File: src/rtl/krp_pkg.sv
package krp_pkg;

    typedef enum logic [1:0] {
        DB_REST    = 2'd0,
        DB_PENDING = 2'd1,
        DB_CONFIRM = 2'd2
    } db_state_e;

    typedef enum logic [1:0] {
        RP_REST    = 2'd0,
        RP_INITIAL = 2'd1,
        RP_PHASE_A = 2'd2,
        RP_PHASE_B = 2'd3
    } rp_state_e;

endpackage

File: src/rtl/krp_settle_timer.sv
module krp_settle_timer #(
    parameter int unsigned LIMIT = 6
) (
    input  logic clk,
    input  logic rst_n,
    input  logic run,
    output logic expired
);
    localparam int unsigned CW = (LIMIT < 1) ? 1 : $clog2(LIMIT + 1);

    typedef struct packed {
        logic [CW-1:0] cnt;
        logic          done;
    } tmr_t;

    tmr_t t_d, t_q;

    always_comb begin
        t_d = t_q;
        if (!run) begin
            t_d.cnt  = '0;
            t_d.done = 1'b0;
        end else if (t_q.cnt < CW'(LIMIT)) begin
            t_d.cnt = t_q.cnt + 1'b1;
        end else begin
            t_d.done = 1'b1;
        end
    end

    always_ff @(posedge clk or negedge rst_n) begin
        if (!rst_n) t_q <= '0;
        else        t_q <= t_d;
    end

    assign expired = t_q.done;

    // the window restarts from zero each time it is switched off
    a_r3_flag_cleared: assert property (@(posedge clk) disable iff (!rst_n)
        !run |=> !expired);

endmodule

File: src/rtl/krp_debounce_fsm.sv
module krp_debounce_fsm
    import krp_pkg::*;
(
    input  logic clk,
    input  logic rst_n,
    input  logic key,
    input  logic expired,
    output logic timer_run,
    output logic level,
    output logic confirmed
);
    typedef struct packed {
        db_state_e state;
    } db_t;

    db_t s_d, s_q;

    always_comb begin
        s_d = s_q;
        unique case (s_q.state)
            DB_REST:    if (key) s_d.state = DB_PENDING;
            DB_PENDING: if (expired) s_d.state = key ? DB_CONFIRM : DB_REST;
            DB_CONFIRM: if (!key) s_d.state = DB_REST;
            default:    s_d.state = DB_REST;
        endcase
    end

    always_ff @(posedge clk or negedge rst_n) begin
        if (!rst_n) s_q <= '{state: DB_REST};
        else        s_q <= s_d;
    end

    assign timer_run = (s_q.state == DB_PENDING);
    assign level     = (s_q.state != DB_REST);
    assign confirmed = (s_q.state == DB_CONFIRM);

    // pending is left only when the settle window has closed
    a_r3_pending_waits: assert property (@(posedge clk) disable iff (!rst_n)
        (timer_run && !expired) |=> timer_run);
    // a confirmed press survives as long as the key stays high
    a_r4_confirm_stays: assert property (@(posedge clk) disable iff (!rst_n)
        (confirmed && key) |=> confirmed);
    // a released key leaves the filter at rest
    a_r2_rest_stays: assert property (@(posedge clk) disable iff (!rst_n)
        (!level && !key) |=> !level);

endmodule

File: src/rtl/krp_repeat_gen.sv
module krp_repeat_gen
    import krp_pkg::*;
#(
    parameter int unsigned INIT_CYCLES   = 500,
    parameter int unsigned PERIOD_CYCLES = 100
) (
    input  logic clk,
    input  logic rst_n,
    input  logic held,
    output logic pulse
);
    localparam int unsigned CW = $clog2(INIT_CYCLES + 1);

    typedef struct packed {
        rp_state_e     state;
        logic [CW-1:0] cnt;
        logic          pulse;
    } rp_t;

    rp_t r_d, r_q;
    logic [CW-1:0] lim;

    always_comb begin
        lim = (r_q.state == RP_INITIAL) ? CW'(INIT_CYCLES - 1) : CW'(PERIOD_CYCLES - 1);
        r_d       = r_q;
        r_d.pulse = 1'b0;
        if (!held) begin
            r_d.state = RP_REST;
            r_d.cnt   = '0;
        end else begin
            unique case (r_q.state)
                RP_REST: begin
                    r_d.state = RP_INITIAL;
                    r_d.cnt   = '0;
                    r_d.pulse = 1'b1;
                end
                default: begin
                    if (r_q.cnt == lim) begin
                        r_d.cnt   = '0;
                        r_d.pulse = 1'b1;
                        r_d.state = (r_q.state == RP_PHASE_A) ? RP_PHASE_B : RP_PHASE_A;
                    end else begin
                        r_d.cnt = r_q.cnt + 1'b1;
                    end
                end
            endcase
        end
    end

    always_ff @(posedge clk or negedge rst_n) begin
        if (!rst_n) r_q <= '{state: RP_REST, cnt: '0, pulse: 1'b0};
        else        r_q <= r_d;
    end

    assign pulse = r_q.pulse;

    // no pulse once the confirmed press is gone
    a_r8_release_quiet: assert property (@(posedge clk) disable iff (!rst_n)
        !held |=> !pulse);
    // a fresh confirmation is announced on the next edge
    a_r5_press_pulse: assert property (@(posedge clk) disable iff (!rst_n)
        (held && r_q.state == RP_REST) |=> pulse);
    // pulses never run into a second cycle
    a_r9_one_cycle: assert property (@(posedge clk) disable iff (!rst_n)
        pulse |=> !pulse);

endmodule

File: src/rtl/key_repeat_front.sv
module key_repeat_front #(
    parameter int unsigned DEBOUNCE_CYCLES      = 16,
    parameter int unsigned INITIAL_DELAY_CYCLES = 500,
    parameter int unsigned REPEAT_CYCLES        = 100
) (
    input  logic clk,
    input  logic rst_n,
    input  logic key_raw,
    output logic key_level,
    output logic key_event
);
    localparam int unsigned SETTLE_LIMIT = DEBOUNCE_CYCLES - 2;

    logic timer_run, expired, confirmed;

    krp_settle_timer #(.LIMIT(SETTLE_LIMIT)) timer_i (
        .clk     (clk),
        .rst_n   (rst_n),
        .run     (timer_run),
        .expired (expired)
    );

    krp_debounce_fsm fsm_i (
        .clk       (clk),
        .rst_n     (rst_n),
        .key       (key_raw),
        .expired   (expired),
        .timer_run (timer_run),
        .level     (key_level),
        .confirmed (confirmed)
    );

    krp_repeat_gen #(
        .INIT_CYCLES   (INITIAL_DELAY_CYCLES),
        .PERIOD_CYCLES (REPEAT_CYCLES)
    ) rep_i (
        .clk   (clk),
        .rst_n (rst_n),
        .held  (confirmed),
        .pulse (key_event)
    );

    // a press cannot be confirmed while the key level reads low
    a_r4_level_covers: assert property (@(posedge clk) disable iff (!rst_n)
        key_event |-> key_level || $fell(key_level));

endmodule

File: config.mk
export PLATFORM = sky130hd
export DESIGN_NAME = key_repeat_front
export DESIGN_NICKNAME = d
export VERILOG_FILES = /design/src/rtl/krp_pkg.sv /design/src/rtl/krp_settle_timer.sv /design/src/rtl/krp_debounce_fsm.sv /design/src/rtl/krp_repeat_gen.sv /design/src/rtl/key_repeat_front.sv
export SDC_FILE = /design/constraint.sdc
export NUM_CORES = 1
export LEC_CHECK = 0
export BUFFER_PORTS_ARGS = -buffer_cell sky130_fd_sc_hd__buf_2
export CAP_MARGIN = 20
export CORE_MARGIN = 10
export CORE_UTILIZATION = 51
export CTS_CLUSTER_DIAMETER = 60
export DETAILED_ROUTE_END_ITERATION = 8
export PLACE_DENSITY = 0.71
export SETUP_SLACK_MARGIN = 0.1
export SLEW_MARGIN = 20
export SYNTH_ARGS = -nofsm -noshare
export SYNTH_HDL_FRONTEND = slang
export SYNTH_SLANG_ARGS = --single-unit
File: constraint.sdc
create_clock -name clk -period 1.8 [get_ports clk]
set_input_delay 0.09 -clock clk [delete_from_list [all_inputs] [get_ports clk]]
set_output_delay 0.09 -clock clk [all_outputs]
set_load 0.1 [all_outputs]
**After elaboration in Yosys (flattened, before gate mapping)**

Index checks and enable logic that the tools add are counted.

- Shift-type cells: 0
- Add/subtract/negate cells: 2
- Reduce and logical (&&, ||, !) cells: 4
- Muxes and demuxes: 16
- Divide/modulo/power cells: 0
- Bitwise operators: 0
- Equal/unequal tests: 11
- Multipliers: 0
- Order comparisons: 1

Operator list:

| cell | count |
|---|---|
| $mux W9 | 2 |
| $mux W12 | 1 |
| $mux W11 | 1 |
| $mux W2 | 5 |
| $ne A2 B2 Y1 const B | 5 |
| $add A9 B1 Y9 const B | 1 |
| $eq A9 B9 Y1 | 1 |
| $pmux W2 S3 | 1 |
| $mux W5 | 1 |
| $add A4 B1 Y4 const B | 1 |
| $eq A2 B1 Y1 const B | 2 |
| $eq A2 B2 Y1 const B | 2 |
| $logic_not A2 Y1 | 2 |
| $lt A4 B4 Y1 const B | 1 |
| $mux W1 | 4 |
| $mux W4 | 1 |
| $ne A3 B3 Y1 const B | 1 |
| $reduce_and A3 Y1 | 1 |
| $reduce_bool A2 Y1 | 1 |

- Bits in registers: 19
- Input bits: 3
- Output and inout bits: 2
- ROM bits: 0
- Memories: 0
- Latch bits: 0
- RAM bits: 0
- Logic and storage cells: 40

**Depth between registers and ports, before layout**

- Depth after elaboration: 6
- Mapped depth: 5
- Mapped depth without buffers: 4

**Hierarchy**

Synthesis repeated with hierarchy kept, for this count alone.

- Cell total of the unflattened synthesis: 80
- Area total of the unflattened synthesis: 900.9 µm²

By module, submodules not included:

| module | area an instance (µm²) | sequential area each (µm²) | cells an instance | instances |
|---|---|---|---|---|
| krp_repeat_gen | 578.1 | 300.3 | 54 | 1 |
| krp_settle_timer | 211.5 | 125.1 | 17 | 1 |
| krp_debounce_fsm | 111.4 | 50.0 | 9 | 1 |

**Least setup slack after synthesis**

No wires, ideal clock.

- Kind: reg2reg
- Start: reg rep_i.r_q[8] (netlist bit)
- End: reg rep_i.r_q[10] (netlist bit)
- Slack: -0.036 ns
- Setup time: 0.125 ns
- Clock period less this slack: 1.836 ns
- Arrival: 1.711 ns
- Buffers on the path: 0
- Required time: 1.675 ns
- Stages on the path, launching flop included: 4
- Path through: dfrtp_1 > or4b_4 > a2111oi_4 > mux2_2

- Cells in the longest elaborated chain, start to end: 2

RTL lines:

| what | line | text |
|---|---|---|
| from (decl) | krp_repeat_gen.sv:20 | `rp_t r_d, r_q;` |
| from (signal assigned) | krp_repeat_gen.sv:51 | `if (!rst_n) r_q <= '{state: RP_REST, cnt: '0, pulse: 1'b0};` |
| from (signal assigned) | krp_repeat_gen.sv:52 | `else r_q <= r_d;` |
| $eq A9 B9 Y1 | krp_repeat_gen.sv:38 | `if (r_q.cnt == lim) begin` |
| $ne A3 B3 Y1 (no line) | -- |  |

Every way passes these cells.
A chain may end at the register's enable or synchronous reset.

**Final worst setup path**

- Start: reg rep_i.r_q[9] (netlist bit)
- End: reg rep_i.r_q[10] (netlist bit)

Same word-level chain as after synthesis.

==> run summary <==
status: finished, final reports clean
CP Capture Type: flop
post-synthesis register bit count: 19
Die Span X: 61.91 um
number of global-route vias before repair: 721
Ys Warns: 0
clock skew: 0.006316 ns
CTS max path bufs: 2
hold slack: 0.2560 ns
Rows: 15
max-cap violation count: 0
Detailed Routing Iterations Pass 1: 4
VDD IR max: 0.0005426 V
core area: 1689 um2
sequential area share after synthesis: 53.07%
Total Routing Usage GR: 10.88%
starting density of the core: 53.04%
initial antenna violation count: 0
Period minus WS final: 1.752 ns
die area: 3833 um2
Peak Freq: 0.5707 GHz
post-synth top area cell: dfrtp_1
clk slew on worst S/H paths: 0.11 ns
layout cells sized above 1: 18.37%
Mapped Nets: 88
via count: 667
Final setup viols: 0
Diodes inserted: 0
Data arrival, critical path: 1.96 ns
Slew Limit Fails: 0
# DRC: 0
I/O pin count: 5
largest net degree at the start of global routing: 20
post-route cell area: 1026 um2
Area after DPL: 974.7 um2
drt total wl: 1630 um
CP startpoint kind: flop
CTS tree: yes
wire length per cell: 14.17 um
gr ovfl total: 0
LEAKAGE: 0.4328 nW
ranking of synthesized cells by area: dfrtp_1 (53%), a211oi_1 (4.2%), a2111oi_4 (3.1%)
die height: 61.91 um
total CTS buffers: 3
Mapped Cells: 83
first-pass GRT wire length: 3077 um
vias per cell: 5.800
mean post-synth cell area: 10.79 um2
fin crit share: 97.34%
Synth Cell Area: 895.9 um2
clk_lat worst skew: 0.30 ns
area delta synth->final: 14.52%
IO Port Bufs: 4
Slew Limit Headroom: 67.51%
kind of critical path: flop to flop
Detailed Place HPWL: 1134 um
GPL Wtd Cong: 0.7402
Iter 0 DRT Violations: 7
clk sinks: 19
Clock Tree Root: clkbuf_4
power per cell area: 972.5 nW/um2
Synth top area share: 53.07%
Post-CTS Setup Inserts: 0
data required time at the worst endpoint: 2.00 ns
Fill cells: 151
H-tree depth: 1
setup TNS: 0 ns
count of different cell masters after synthesis: 30
NumNets Final: 104
fin util: 60.74%
final hold violations: 0
post-route ant nets: 0
RSZ-0062 raised after global routing: true
Least-Margin Pin Slew: 0.4908 ns
Hold/Removal Path Class: primary input to async pin
Critical Path Fanout Max: 2
==> cell usage after synthesis <==
cell,number
nand2_1,4
ha_1,2
nor2b_1,1
nand2b_1,3
buf_6,1
nand4_1,1
a31oi_1,1
or2_2,1
o31ai_1,1
xor2_1,2
a211oi_1,5
o21a_1,1
xnor2_1,2
a22o_1,1
a2111oi_4,1
dfrtp_1,19
nor3_1,5
and2_1,1
nor2_1,7
nand4b_1,1
mux2_2,1
or4b_4,1
a21oi_1,4
o21ai_1,1
or3_1,3
o21ai_0,4
nor3b_1,1
or4_1,1
nand3_1,4
inv_1,3
==> power by group <==
part / internal (mW) / total [mW] / switching, mW / leakage, nW
combinational: 0.0826 / 0.237 / 0.154 / 0.160
clock: 0.0830 / 0.218 / 0.135 / 0.0177
sequential: 0.488 / 0.544 / 0.0559 / 0.255
==> cells by family after synthesis <==
| logic type | count (synthesis) | synth area share (%) |
|---|---|---|
| buffers and inverters | 4 | 2.514 |
| XOR/XNOR | 4 | 3.911 |
| multiplexers | 1 | 1.257 |
| flip-flops | 19 | 53.07 |
| adder cells (fa/ha/maj) | 2 | 2.793 |
| AND/OR/NAND/NOR | 34 | 20.81 |
| AO/OA/AOI/OAI | 19 | 15.64 |
==> metal layers <==
layer / GRT usage, % / part of all wire, % / vias to the layer above
li1: - / - / 331
met3: 2.033 / 4.1 / 4
met2: 18.45 / 47 / 8
met1: 11.95 / 46 / 324
met5: 0 / 0 / -
met4: 7.643 / 2.8 / 0
==> worst max-delay path: stages (launching register included) <==
cell       delay (ns)
dfrtp_1          0.39
or4b_4           0.55
a2111oi_4        0.39
mux2_4           0.33
==> metrics by stage <==
stage	instances	power [mW]	worst slack [ns]
3_3_place_gp	109	0.7798	0.1109
4_1_cts	115	1.012	0.04895
6_report	115	0.9978	0.04784
2_1_floorplan	83	0.7383	0.05717
3_5_place_dp	109	0.7888	0.06926
5_1_grt	115	1.088	0.003463
==> sequential cells by signal, summed over array words and instances (netlist names) <==
| register | flops |
|---|---|
| timer_i.expired | 1 |
| rep_i.r_q | 11 |
| rep_i.pulse | 1 |
| timer_i.t_q | 4 |
| fsm_i.s_q | 2 |
==> cells in the final DEF, fill, tap and decap left out, types with 2 or more instances in the layout <==
master         netlist  layout
o21ai_0              4       4
xnor2_1              2       2
buf_4                0       5
buf_2                0       4
nand2b_1             3       3
xor2_1               2       2
nor2_1               7       7
a211oi_1             5       5
clkbuf_4             0       3
nand2_1              4       4
a21oi_1              4       4
or3_1                3       3
nand3_1              4       4
nor3_1               5       5
dfrtp_1             19      19
ha_1                 2       2
dlygate4sd3_1        0       2
inv_1                3       3
==> layout make-up <==
cell class                 count  area (um2)  share of cell area [%]
tap                           17       21.27                   2.073
timing repair buffer          12       88.84                   8.659
clock buffer                   3       22.52                   2.195
clock inverter                 1       5.005                  0.4878
multi-input combinational     60       401.6                   39.15
sequential                    19       475.5                   46.34
inverter                       3       11.26                   1.098
==> final timing paths <==
path                                  from             to  slack [ns]  cells past startpoint
setup / recovery              rep_i.r_q[9]  rep_i.r_q[10]        0.05                      3
hold / removal                       rst_n   rep_i.r_q[3]        0.26                      2
setup reg to reg              rep_i.r_q[9]  rep_i.r_q[10]        0.05                      3
hold reg to reg            timer_i.expired   fsm_i.s_q[0]        0.46                      1
max in group asynchronous            rst_n   rep_i.r_q[2]        1.25                      2
min in group clk           timer_i.expired   fsm_i.s_q[0]        0.46                      1
==> timing repair <==
action,CTS,global route
endpoints found under the setup margin,12,12
hold endpoints to repair,20,0
gates resized for setup,1,0
hold buffers,2,0
Power figures use the tool's default switching activity.
